--- src/rtl/uart_tx_pkg.sv ---
package uart_tx_pkg;
  localparam int unsigned DATA_W  = 9;
  localparam int unsigned FRAME_W = 1 + DATA_W + 1 + 2;
  localparam int unsigned CNT_W   = $clog2(FRAME_W + 1);
  localparam int unsigned NB_W    = $clog2(DATA_W + 1);

  typedef enum logic [1:0] {
    WL_8   = 2'b00,
    WL_9   = 2'b01,
    WL_7   = 2'b10,
    WL_RSV = 2'b11
  } wlen_e;

  typedef enum logic [1:0] {
    ST_ONE = 2'b00,
    ST_TWO = 2'b10
  } stop_e;
endpackage

--- src/rtl/uart_tx_cfg_dec.sv ---
module uart_tx_cfg_dec
  import uart_tx_pkg::*;
(
  input  logic            wlen_hi_i,
  input  logic            wlen_lo_i,
  input  logic [1:0]      stop_sel_i,
  output logic [NB_W-1:0] nbits_o,
  output logic            two_stop_o,
  output logic            cfg_err_o
);
  logic wl_bad, st_bad;

  always_comb begin
    wl_bad = 1'b0;
    unique case (wlen_e'({wlen_hi_i, wlen_lo_i}))
      WL_8:    nbits_o = NB_W'(8);
      WL_9:    nbits_o = NB_W'(9);
      WL_7:    nbits_o = NB_W'(7);
      default: begin nbits_o = NB_W'(8); wl_bad = 1'b1; end
    endcase
  end

  always_comb begin
    st_bad     = 1'b0;
    two_stop_o = 1'b0;
    case (stop_sel_i)
      ST_ONE:  two_stop_o = 1'b0;
      ST_TWO:  two_stop_o = 1'b1;
      default: st_bad = 1'b1;
    endcase
  end

  assign cfg_err_o = wl_bad | st_bad;
endmodule

--- src/rtl/uart_tx_frame_build.sv ---
module uart_tx_frame_build
  import uart_tx_pkg::*;
(
  input  logic [DATA_W-1:0]  data_i,
  input  logic [NB_W-1:0]    nbits_i,
  input  logic               par_en_i,
  input  logic               par_odd_i,
  input  logic               two_stop_i,
  output logic [FRAME_W-1:0] frame_o,
  output logic [CNT_W-1:0]   frame_len_o
);
  logic [DATA_W-1:0] used;
  logic              par_bit;

  always_comb begin
    for (int i = 0; i < DATA_W; i++) used[i] = (i < int'(nbits_i)) ? data_i[i] : 1'b0;
    par_bit = (^used) ^ par_odd_i;
    // bit 0 leaves first; unfilled tail stays high (stop bits / idle)
    frame_o    = '1;
    frame_o[0] = 1'b0;
    for (int i = 0; i < DATA_W; i++)
      if (i < int'(nbits_i)) frame_o[i+1] = data_i[i];
    if (par_en_i) frame_o[int'(nbits_i) + 1] = par_bit;
    frame_len_o = CNT_W'(2 + int'(nbits_i) + int'(par_en_i) + int'(two_stop_i));
  end
endmodule

--- src/rtl/uart_tx_serializer.sv ---
module uart_tx_serializer
  import uart_tx_pkg::*;
(
  input  logic               clk_i,
  input  logic               rst_ni,
  input  logic               tick_i,
  input  logic               start_i,
  input  logic [FRAME_W-1:0] frame_i,
  input  logic [CNT_W-1:0]   len_i,
  output logic               txd_o,
  output logic               busy_o,
  output logic               done_o
);
  logic [FRAME_W-1:0] sh_q;
  logic [CNT_W-1:0]   cnt_q;
  logic               busy_q, done_q;

  always_ff @(posedge clk_i or negedge rst_ni) begin
    if (!rst_ni) begin
      sh_q   <= '1;
      cnt_q  <= '0;
      busy_q <= 1'b0;
      done_q <= 1'b0;
    end else begin
      done_q <= 1'b0;
      if (tick_i) begin
        if (!busy_q && start_i) begin
          sh_q   <= frame_i;
          cnt_q  <= len_i;
          busy_q <= 1'b1;
        end else if (busy_q) begin
          if (cnt_q == CNT_W'(1)) begin
            busy_q <= 1'b0;
            done_q <= 1'b1;
            sh_q   <= '1;
          end else begin
            sh_q  <= {1'b1, sh_q[FRAME_W-1:1]};
            cnt_q <= cnt_q - CNT_W'(1);
          end
        end
      end
    end
  end

  assign txd_o  = sh_q[0];
  assign busy_o = busy_q;
  assign done_o = done_q;

  assert_start_low_R4: assert property (@(posedge clk_i) disable iff (!rst_ni)
    $rose(busy_q) |-> !txd_o);
  assert_bit_paced_R4: assert property (@(posedge clk_i) disable iff (!rst_ni)
    !tick_i |=> $stable(txd_o));
endmodule

--- src/rtl/uart_frame_tx.sv ---
module uart_frame_tx
  import uart_tx_pkg::*;
(
  input  logic        clk_i,
  input  logic        rst_ni,
  input  logic        baud_tick_i,
  input  logic        tx_en_i,
  input  logic        wlen_hi_i,
  input  logic        wlen_lo_i,
  input  logic        par_en_i,
  input  logic        par_odd_i,
  input  logic [1:0]  stop_sel_i,
  input  logic        wr_i,
  input  logic [8:0]  wr_data_i,
  output logic        txd_o,
  output logic        tx_empty_o,
  output logic        tx_done_o,
  output logic        cfg_err_o
);
  logic [DATA_W-1:0]  hold_q;
  logic               txe_q, tc_q;
  logic [NB_W-1:0]    nbits;
  logic               two_stop, cfg_err;
  logic [FRAME_W-1:0] frame;
  logic [CNT_W-1:0]   frame_len;
  logic               busy, done, start;

  uart_tx_cfg_dec u_dec (
    .wlen_hi_i (wlen_hi_i),
    .wlen_lo_i (wlen_lo_i),
    .stop_sel_i(stop_sel_i),
    .nbits_o   (nbits),
    .two_stop_o(two_stop),
    .cfg_err_o (cfg_err)
  );

  uart_tx_frame_build u_build (
    .data_i     (hold_q),
    .nbits_i    (nbits),
    .par_en_i   (par_en_i),
    .par_odd_i  (par_odd_i),
    .two_stop_i (two_stop),
    .frame_o    (frame),
    .frame_len_o(frame_len)
  );

  assign start = tx_en_i && !txe_q && !cfg_err;

  uart_tx_serializer u_ser (
    .clk_i  (clk_i),
    .rst_ni (rst_ni),
    .tick_i (baud_tick_i),
    .start_i(start),
    .frame_i(frame),
    .len_i  (frame_len),
    .txd_o  (txd_o),
    .busy_o (busy),
    .done_o (done)
  );

  always_ff @(posedge clk_i or negedge rst_ni) begin
    if (!rst_ni) begin
      hold_q <= '0;
      txe_q  <= 1'b1;
      tc_q   <= 1'b1;
    end else if (wr_i && txe_q) begin
      hold_q <= wr_data_i;
      txe_q  <= 1'b0;
      tc_q   <= 1'b0;
    end else if (done) begin
      txe_q <= 1'b1;
      tc_q  <= 1'b1;
    end
  end

  assign tx_empty_o = txe_q;
  assign tx_done_o  = tc_q;
  assign cfg_err_o  = cfg_err;

  assert_load_clears_R2: assert property (@(posedge clk_i) disable iff (!rst_ni)
    (wr_i && tx_empty_o) |=> (!tx_empty_o && !tx_done_o));
  assert_hold_disabled_R3: assert property (@(posedge clk_i) disable iff (!rst_ni)
    (!tx_en_i && !busy) |=> !busy);
  assert_cfg_blocks_R8: assert property (@(posedge clk_i) disable iff (!rst_ni)
    (cfg_err_o && !busy) |=> !busy);
  assert_flags_together_R9: assert property (@(posedge clk_i) disable iff (!rst_ni)
    $rose(tx_empty_o) |-> (tx_done_o && txd_o));
endmodule

--- config.mk ---
export PLATFORM = sky130hd
export DESIGN_NAME = uart_frame_tx
export DESIGN_NICKNAME = d
export VERILOG_FILES = /design/src/rtl/uart_tx_pkg.sv /design/src/rtl/uart_tx_cfg_dec.sv /design/src/rtl/uart_tx_frame_build.sv /design/src/rtl/uart_tx_serializer.sv /design/src/rtl/uart_frame_tx.sv
export SDC_FILE = /design/constraint.sdc
export NUM_CORES = 1
export LEC_CHECK = 0
export CORE_ASPECT_RATIO = 1.4
export CORE_MARGIN = 4
export CORE_UTILIZATION = 56
export CTS_CLUSTER_SIZE = 24
export DETAILED_ROUTE_END_ITERATION = 7
export PLACE_DENSITY = 0.8
export RECOVER_POWER = 25
export SETUP_SLACK_MARGIN = 0.4
export SLEW_MARGIN = 10
export SYNTH_ARGS = -nofsm -noshare
export SYNTH_HDL_FRONTEND = slang
export SYNTH_HIERARCHICAL = 1
export SYNTH_SLANG_ARGS = --single-unit
--- constraint.sdc ---
create_clock -name clk_i -period 2.45 [get_ports clk_i]
set_clock_uncertainty 0.1 [all_clocks]
set_input_delay 0.735 -clock clk_i [delete_from_list [all_inputs] [get_ports clk_i]]
set_output_delay 0.735 -clock clk_i [all_outputs]
set_load 0.05 [all_outputs]
==> impl_metrics.json, run 1 <==
{
  "dieWidth_um": 58.6,
  "clk_latency_ns": 0.30,
  "yosysTopAreaCellShare": 0.187,
  "synth.avg_cell_area_um2": 9.28,
  "grt_pass1_vias": 2193,
  "portBuffers": 23,
  "crit_type": "input port to flop",
  "status": "finished, violations left",
  "ir_drop_v": 0.00183,
  "syn_nets": 243,
  "pin_count": 24,
  "synthTopCellsByArea": "dfrtp_1 19%, dfstp_2 18%, o21ai_0 7.0%",
  "max_slew_margin": 0.489,
  "violations": "negative setup slack",
  "antenna_cells": 0,
  "finalCritPeriodShare": 1.23,
  "p_int_mw": 2.14,
  "path_clk_slew_ns": 0.07,
  "combPwrFrac": 0.631,
  "die_h_um": 78.8,
  "synthToLayoutAreaGrowth_pct": 53.9,
  "cp_slowest_stage_delay_ns": 0.49,
  "cts.path.max_buffers": 2,
  "drive_gt1_frac": 0.490,
  "worst_slew_pin_slew_ns": 0.763,
  "drc": 0,
  "crit_path_max_fanout": 4,
  "critical_path.top_delay_family": "XOR/XNOR gates",
  "crit_required_ns": 2.58,
  "register_area_um2": 743,
  "cp-start-kind": "input port",
  "grt_pass1_wl_um": 11300,
  "cts_tree": "built",
  "die_area_um2": 4610,
  "yosys_warnings": 6,
  "max_freq_ghz": 0.332,
  "cts_root_buf": "clkbuf_8",
  "layout_setup_ws_ns": -0.561,
  "vias_per_cell": 6.91,
  "sw_frac_of_total": 0.451,
  "layout_commonest_cell": "buf_4",
  "synth_area_leader_cell": "dfrtp_1",
  "start_util": 0.588,
  "finalPower_mw": 3.90,
  "num_rows": 25,
  "synth.distinct_cells": 49,
  "rsz0062_at_grt": "true",
  "htreeDepth": 2,
  "synth_ff_type": "dfrtp_1",
  "gr-total-overflow": 0,
  "crit_path_top_delay_cell": "xnor3_2",
  "ys_seq_area_frac": 0.371,
  "final_cell_mix": "34 x buf_4, 18 x o21ai_1, 16 x nand2_1",
  "grtUsageTotal": 0.329,
  "antenna_found_initial": 0,
  "clock_power_share": 0.106,
  "place_ws_ns": -1.29,
  "critical_path.cell_chain": "buf_12 -> inv_12 -> ha_4 -> inv_4 -> buf_12 -> o31ai_4 -> xnor2_1 -> xnor3_2 -> xnor3_2 -> buf_6 -> nor3_4 -> o41ai_2 -> o21ai_1 -> o21ai_1",
  "nets": 314,
  "grt_max_degree": 30,
  "leakagePower_nw": 1.31,
  "holdBufCountCts": 0,
  "drt_iter0_drc": 198,
  "multi_input_area_um2": 1380,
  "cts-buffers-inserted": 5,
  "max_cap_violations": 0,
  "wl_um": 8030,
  "synthArstFlopShare": 1.00,
  "ys_ff_latch": 29,
  "wl_per_cell_um": 24.5,
  "min_period_ns": 3.01,
  "hold_violations": 0,
  "fillers": 122,
  "clkSinkCount": 29,
  "synth_cells": 216,
  "synth_edf_count": 0,
  "cp-end-kind": "flop",
  "setup_violations": 14,
  "dr.pass1.iters": 7,
  "final_antenna_net_count": 0,
  "vias": 2267,
  "dp_hpwl_um": 3960,
  "core_um2": 3410,
  "maxSlewViolCount": 0,
  "p_sw_mw": 1.76,
  "netlist_area_um2": 2000,
  "path_buf_inv": 5,
  "place_congestion": 0.973,
  "cp.arrival_ns": 3.14,
  "seqPwrFrac": 0.263,
  "worstHoldPathType": "flop to flop",
  "power-per-cell-area_nw_per_um2": 1260
}
-- state kept, by name, indices dropped and copies added (netlist names) --
register	flops
hold_q	9
tx_empty_o	1
u_ser/busy_o	1
u_ser/cnt_q	4
u_ser/done_o	1
u_ser/sh_q	13
-- layout make-up --
class / instances / area share
clock inverters: 3 / 0.00568
well taps: 40 / 0.0162
clock buffers: 5 / 0.0223
inverters: 16 / 0.0260
repair buffers: 76 / 0.240
multi-input cells: 159 / 0.449
flip-flops and latches: 29 / 0.241
-- synth_stat cells (all sizes together) (2+ instances only) --
cell / number
mux2i: 3
ha: 6
nor3b: 2
o31ai: 3
nand2: 18
nor3: 18
o21ai: 32
a21oi: 8
nand3b: 3
buf: 13
mux2: 9
nand2b: 2
a41oi: 4
nand4: 2
nand3: 2
xnor2: 7
inv: 16
nor2: 9
and2b: 3
dfstp: 14
o2bb2ai: 2
and2: 3
dfrtp: 15
a31oi: 2
xnor3: 2
-- power by group through the flow --
stage / logic, mW / registers [mW] / clock network (mW)
floorplan: 1.15 / 0.957 / 0
global placement: 1.56 / 0.960 / 0
detailed placement: 1.63 / 0.987 / 0
CTS: 2.02 / 0.984 / 0.399
global route: 2.55 / 1.04 / 0.436
finish: 2.46 / 1.02 / 0.415
-- cells by family after synthesis --
kind of cell	Yosys count	share of synthesized area
mux	12	0.0655
simple gates	68	0.198
xor+xnor	10	0.0587
compound gates	60	0.189
buf+inv	29	0.0687
fa+ha+maj	7	0.0474
flops	29	0.371
other cells	1	0.00187
-- per-stage QoR --
stage	instance area (um^2)	instances	hold WS [ns]	util	setup TNS (ns)
after floorplan	2150	216	0.339	-	-4.10
after global placement	2590	300	0.351	0.760	-16.99
after detailed placement	2590	300	0.356	0.760	-18.35
after CTS	2910	317	0.364	0.854	-2.68
after global routing	3080	328	0.383	0.905	-6.30
final	3080	328	0.371	0.905	-5.49
-- per-layer routing --
| layer | GRT usage | share of wire |
|---|---|---|
| met4 | 0.251 | 0.093 |
| met5 | 0 | 0 |
| met1 | 0.332 | 0.33 |
| met2 | 0.564 | 0.50 |
| met3 | 0.0764 | 0.080 |
-- timing repair --
item / in CTS / in global routing
setup endpoints to repair: 19 / 19
gates cloned: 2 / 1
gates resized for setup: 57 / 22
pin swaps: 16 / 12
setup buffers: 7 / 10
-- worst paths after layout --
path | slack [ns] | from | depth (start not counted) | endpoint
worst min register to register | 0.37 | u_ser/sh_q[8] | 2 | u_ser/sh_q[8]
worst max register to register | -0.18 | hold_q[2] | 9 | u_ser/sh_q[2]
worst min-delay path | 0.37 | u_ser/sh_q[8] | 2 | u_ser/sh_q[8]
worst max-delay path | -0.56 | wlen_lo_i | 14 | u_ser/sh_q[2]
min in group asynchronous | 0.92 | rst_ni | 2 | u_ser/done_o
max in group asynchronous | 0.84 | rst_ni | 2 | hold_q[8]
-- worst reg2reg max path: stages (launching register included) --
cell and delay [ns]:
dfrtp_1 0.48, xnor2_1 0.35, mux2i_1 0.17, xnor3_2 0.43, xnor3_2 0.38, buf_6 0.16, nor3_4 0.05, o41ai_2 0.21
o21ai_1 0.10, o21ai_1 0.13
Power figures use the tool's default switching activity.
==> inputs of run 2 (changes only) <==
Settings changed: CORE_UTILIZATION 56 to 35, GPL_ROUTABILITY_DRIVEN set to 0, PLACE_DENSITY 0.8 to not set, SETUP_SLACK_MARGIN 0.4 to 0.1.
==> impl_metrics.json, run 2 (same netlist as run 1, synthesis figures left out) <==
{
  "status": "finished, violations left",
  "violations": "negative setup slack",
  "sw_frac_of_total": 0.380,
  "cp.arrival_ns": 2.93,
  "path_buf_inv": 5,
  "drc": 0,
  "vias": 1787,
  "layout_setup_ws_ns": -0.374,
  "grt_max_degree": 30,
  "vias_per_cell": 5.16,
  "power-per-cell-area_nw_per_um2": 1310,
  "leakagePower_nw": 1.22,
  "final_antenna_net_count": 0,
  "worst_slew_pin_slew_ns": 0.751,
  "dieWidth_um": 72.0,
  "holdBufCountCts": 0,
  "maxSlewViolCount": 0,
  "die_h_um": 97.5,
  "num_rows": 32,
  "ir_drop_v": 0.00124,
  "clock_power_share": 0.103,
  "synthToLayoutAreaGrowth_pct": 44.4,
  "holdPathEnd": "u_ser/sh_q[5]",
  "crit_path_max_fanout": 11,
  "register_area_um2": 743,
  "critical_path.top_delay_family": "compound AO/OA/AOI/OAI gates",
  "final_cell_mix": "39 x buf_4, 23 x o21ai_1, 17 x nand2_1",
  "critical_path.cell_chain": "buf_12 -> inv_12 -> ha_4 -> buf_12 -> buf_12 -> nor2_4 -> a21oi_1 -> a311oi_2 -> xnor3_2 -> buf_6 -> nor3_4 -> nand3_1 -> o32a_1",
  "hold_depth": 2,
  "largest_register": "u_ser/sh_q",
  "portBuffers": 23,
  "finalCritPeriodShare": 1.15,
  "multi_input_area_um2": 1270,
  "cts_root_buf": "clkbuf_8",
  "die_area_um2": 7020,
  "cp-start-kind": "input port",
  "clkSinkCount": 29,
  "path_clk_slew_ns": 0.06,
  "layout_commonest_cell": "buf_4",
  "reg_top3": "u_ser/sh_q x13, hold_q x9, u_ser/cnt_q x4",
  "wl_um": 5000,
  "nets": 304,
  "grtUsageTotal": 0.155,
  "gr-total-overflow": 0,
  "cp_slowest_stage_delay_ns": 0.53,
  "grt_pass1_vias": 1862,
  "cp-end-kind": "flop",
  "crit_required_ns": 2.56,
  "hold_violations": 0,
  "pin_count": 24,
  "place_ws_ns": -1.28,
  "grt_pass1_wl_um": 8610,
  "max_slew_margin": 0.500,
  "dp.cells": 325,
  "rsz0062_at_grt": "true",
  "start_util": 0.363,
  "largest_reg_flops": 13,
  "seqPwrFrac": 0.252,
  "p_sw_mw": 1.44,
  "fin_area_um2": 2900,
  "reg2reg_slack_ns": 0.07,
  "crit_top_cell": "buf_12",
  "drive_gt1_frac": 0.403,
  "dp_hpwl_um": 3630,
  "fin_hold_ws_ns": 0.363,
  "min_period_ns": 2.82,
  "cts_tree": "built",
  "drt_iter0_drc": 58,
  "combPwrFrac": 0.645,
  "min-delay-start": "u_ser/sh_q[5]",
  "crit_path_top_delay_cell": "xnor3_2",
  "placed_cell_area_um2": 2600,
  "fillers": 496,
  "p_int_mw": 2.35,
  "cts.path.max_buffers": 2,
  "worstHoldPathType": "flop to flop",
  "wl_per_cell_um": 14.4,
  "setup_violations": 12,
  "clk_latency_ns": 0.28,
  "antenna_found_initial": 0,
  "htreeDepth": 2,
  "dr.pass1.iters": 4,
  "core_um2": 5530,
  "cts-buffers-inserted": 5,
  "crit_type": "input port to flop",
  "max_freq_ghz": 0.354,
  "antenna_cells": 0,
  "fin_cells": 346,
  "reg2reg_from": "hold_q[6]",
  "max_cap_violations": 0,
  "rr_worst_depth": 9,
  "finalPower_mw": 3.79,
  "reg2reg_to": "u_ser/sh_q[2]"
}
==> run 2: worst min-delay path, delay by kind of cell, from the launching register on <==
kind	cells	cell delay (ns)
AO/OA/AOI/OAI	1	0.05
flip-flops	1	0.37
AND/OR/NAND/NOR	1	0.04
==> run 2: routing by layer <==
metal | routed length, um | vias up | track usage
met4 | 178 | 0 | 0.0709
li1 | - | 885 | -
met2 | 2690 | 36 | 0.278
met5 | 0 | - | 0
met3 | 126 | 17 | 0.0300
met1 | 2000 | 849 | 0.172
==> run 2: timing repair <==
action | CTS | global route
resized for setup | 38 | 7
buffers inserted | 9 | 4
pin swaps | 18 | 17
endpoints found under the setup margin | 19 | 12
hold endpoints to repair | 0 | 0
==> run 2: power groups by stage <==
stage          sequential (mW)  clock (mW)  combinational [mW]
2_1_floorplan            0.957           0                1.13
3_3_place_gp             0.962           0                1.57
3_5_place_dp             0.969           0                1.59
4_1_cts                  0.962       0.404                2.12
5_1_grt                  0.998       0.429                2.63
6_report                 0.957       0.390                2.45
==> run 2: worst max-delay path by stage <==
| stage | startpoint | endpoint | depth (start not counted) |
|---|---|---|---|
| after floorplan | wlen_lo_i | u_ser/sh_q[12] | 10 |
| after global placement | wlen_lo_i | u_ser/sh_q[12] | 10 |
| after detailed placement | wlen_lo_i | u_ser/sh_q[5] | 13 |
| after CTS | wlen_lo_i | u_ser/sh_q[2] | 13 |
| after global routing | wlen_lo_i | u_ser/sh_q[2] | 13 |
| final | wlen_lo_i | u_ser/sh_q[12] | 13 |
==> run 2: metrics by stage <==
stage | utilization | TNS, ns
3_5_place_dp | 0.471 | -18.03
4_1_cts | 0.514 | -2.71
2_1_floorplan | - | -4.13
5_1_grt | 0.524 | -4.95
3_3_place_gp | 0.471 | -17.50
6_report | 0.524 | -3.72
==> run 2: layout make-up <==
type,instances,area share
inverters,16,0.0259
well taps,68,0.0294
repair buffers,67,0.218
clock buffers,5,0.0238
multi-input cells,158,0.440
flip-flops and latches,29,0.257
clock inverters,3,0.00605
==> inputs of run 3 (changes only) <==
Settings changed: CELL_PAD_IN_SITES_DETAIL_PLACEMENT set to 0, CELL_PAD_IN_SITES_GLOBAL_PLACEMENT set to 1, DONT_BUFFER_PORTS set to 1, PLACE_DENSITY_LB_ADDON set to 0.1.
==> impl_metrics.json, run 3 (same netlist as run 1, synthesis figures left out) <==
{
  "fin_cells": 317,
  "pin_count": 24,
  "cp.arrival_ns": 2.78,
  "cts_tree": "built",
  "sw_frac_of_total": 0.406,
  "max_slew_margin": 0.647,
  "hold_violations": 0,
  "ir_drop_v": 0.00138,
  "cp-end-kind": "flop",
  "max_cap_violations": 0,
  "fin_area_um2": 2610,
  "num_rows": 32,
  "largest_reg_flops": 13,
  "dr.pass1.iters": 4,
  "gr-total-overflow": 0,
  "reg_top3": "u_ser/sh_q x13, hold_q x9, u_ser/cnt_q x4",
  "grt_pass1_wl_um": 8640,
  "wl_um": 5120,
  "portBuffers": 0,
  "placed_cell_area_um2": 2310,
  "nets": 275,
  "p_int_mw": 2.02,
  "htreeDepth": 2,
  "wl_per_cell_um": 16.1,
  "vias_per_cell": 5.27,
  "min_period_ns": 2.66,
  "combPwrFrac": 0.591,
  "drt_iter0_drc": 85,
  "place_ws_ns": -0.659,
  "core_um2": 5530,
  "grt_max_degree": 30,
  "cp-start-kind": "input port",
  "die_area_um2": 7020,
  "clock_power_share": 0.116,
  "grt_pass1_vias": 1759,
  "dp.cells": 298,
  "worst_slew_pin_slew_ns": 0.525,
  "setup_tns_ns": -1.31,
  "power-per-cell-area_nw_per_um2": 1300,
  "cts-buffers-inserted": 5,
  "layout_commonest_cell": "buf_4",
  "crit_type": "input port to flop",
  "final_cell_mix": "32 x buf_4, 17 x nand2_1, 17 x o21ai_1",
  "clkSinkCount": 29,
  "violations": "negative setup slack",
  "setup_violations": 12,
  "start_util": 0.363,
  "drive_gt1_frac": 0.410,
  "worstHoldPathType": "input port to async pin",
  "maxSlewViolCount": 0,
  "holdBufCountCts": 0,
  "seqPwrFrac": 0.293,
  "max_freq_ghz": 0.376,
  "rr_worst_depth": 7,
  "synthToLayoutAreaGrowth_pct": 30.4,
  "fin_util": 0.473,
  "final_antenna_net_count": 0,
  "dp_hpwl_um": 3860,
  "status": "finished, violations left",
  "path_clk_slew_ns": 0.07,
  "layout_setup_ws_ns": -0.213,
  "vias": 1671,
  "die_h_um": 97.5,
  "finalCritPeriodShare": 1.09,
  "crit_required_ns": 2.57,
  "antenna_cells": 0,
  "grtUsageTotal": 0.157,
  "clk_latency_ns": 0.29,
  "antenna_found_initial": 0,
  "cts_root_buf": "clkbuf_8",
  "largest_register": "u_ser/sh_q",
  "leakagePower_nw": 1.08,
  "drc": 0,
  "cts.path.max_buffers": 2,
  "dieWidth_um": 72.0,
  "crit_path_max_fanout": 4,
  "rsz0062_at_grt": "true",
  "p_sw_mw": 1.38
}
-- run 3: cell types whose count changed in the layout (fill, tap and decap cells not counted), sizes merged --
cell and delta:
clkdlybuf4s50 -14, buf -11, dlygate4sd2 -1, dlygate4sd3 -2, clkbuf -1
-- run 3: final timing paths --
| kind | from | end | slack, ns |
|---|---|---|---|
| max | wlen_lo_i | u_ser/sh_q[2] | -0.21 |
| min | rst_ni | u_ser/cnt_q[2] | 0.04 |
| max reg2reg | hold_q[4] | u_ser/sh_q[12] | 0.11 |
| min reg2reg | u_ser/done_o | tx_empty_o | 0.36 |
| max in group asynchronous | rst_ni | u_ser/sh_q[5] | 2.03 |
| min in group clk_i | u_ser/done_o | tx_empty_o | 0.36 |
-- run 3: timing repair --
action,CTS,global route
resized for setup,10,23
buffers inserted,3,8
endpoints found under the hold margin,0,0
setup endpoints to repair,12,13
pin swaps,5,7
-- run 3: area by class of cell --
class,count,area (um^2)
fillers,538,2910
multi-input cells,158,1290
flip-flops and latches,29,743
repair buffers,38,324
well taps,68,85.1
inverters,16,81.3
clock buffers,5,68.8
clock inverters,3,17.5
-- run 3: metal layers --
metal | global-route usage | routed length (um)
met1 | 0.178 | 2070
met2 | 0.274 | 2760
met3 | 0.0352 | 156
met4 | 0.0709 | 133
met5 | 0 | 0
-- run 3: critical path: stages --
cell and delay (ns):
inv_16 0.04, ha_4 0.12, inv_4 0.05, o31ai_4 0.27, xnor2_1 0.16, xnor3_2 0.46
xnor3_2 0.35, buf_6 0.13, nor3_4 0.03, o41ai_2 0.23, o21ai_1 0.09, o21ai_1 0.12
-- run 3: power by group through the flow --
stage | combinational (mW) | clock (mW) | sequential (mW)
after detailed placement | 1.49 | 0 | 1.00
after global placement | 1.47 | 0 | 0.992
after global routing | 2.17 | 0.437 | 1.03
after CTS | 1.52 | 0.414 | 0.999
final | 2.01 | 0.396 | 0.996
after floorplan | 1.13 | 0 | 0.957
-- run 3: metrics by stage --
step                power [mW]  hold WS [ns]
floorplan                 2.08         0.339
global placement          2.46         0.341
detailed placement        2.49         0.340
CTS                       2.93        0.0225
global route              3.64        0.0206
finish                    3.40        0.0370
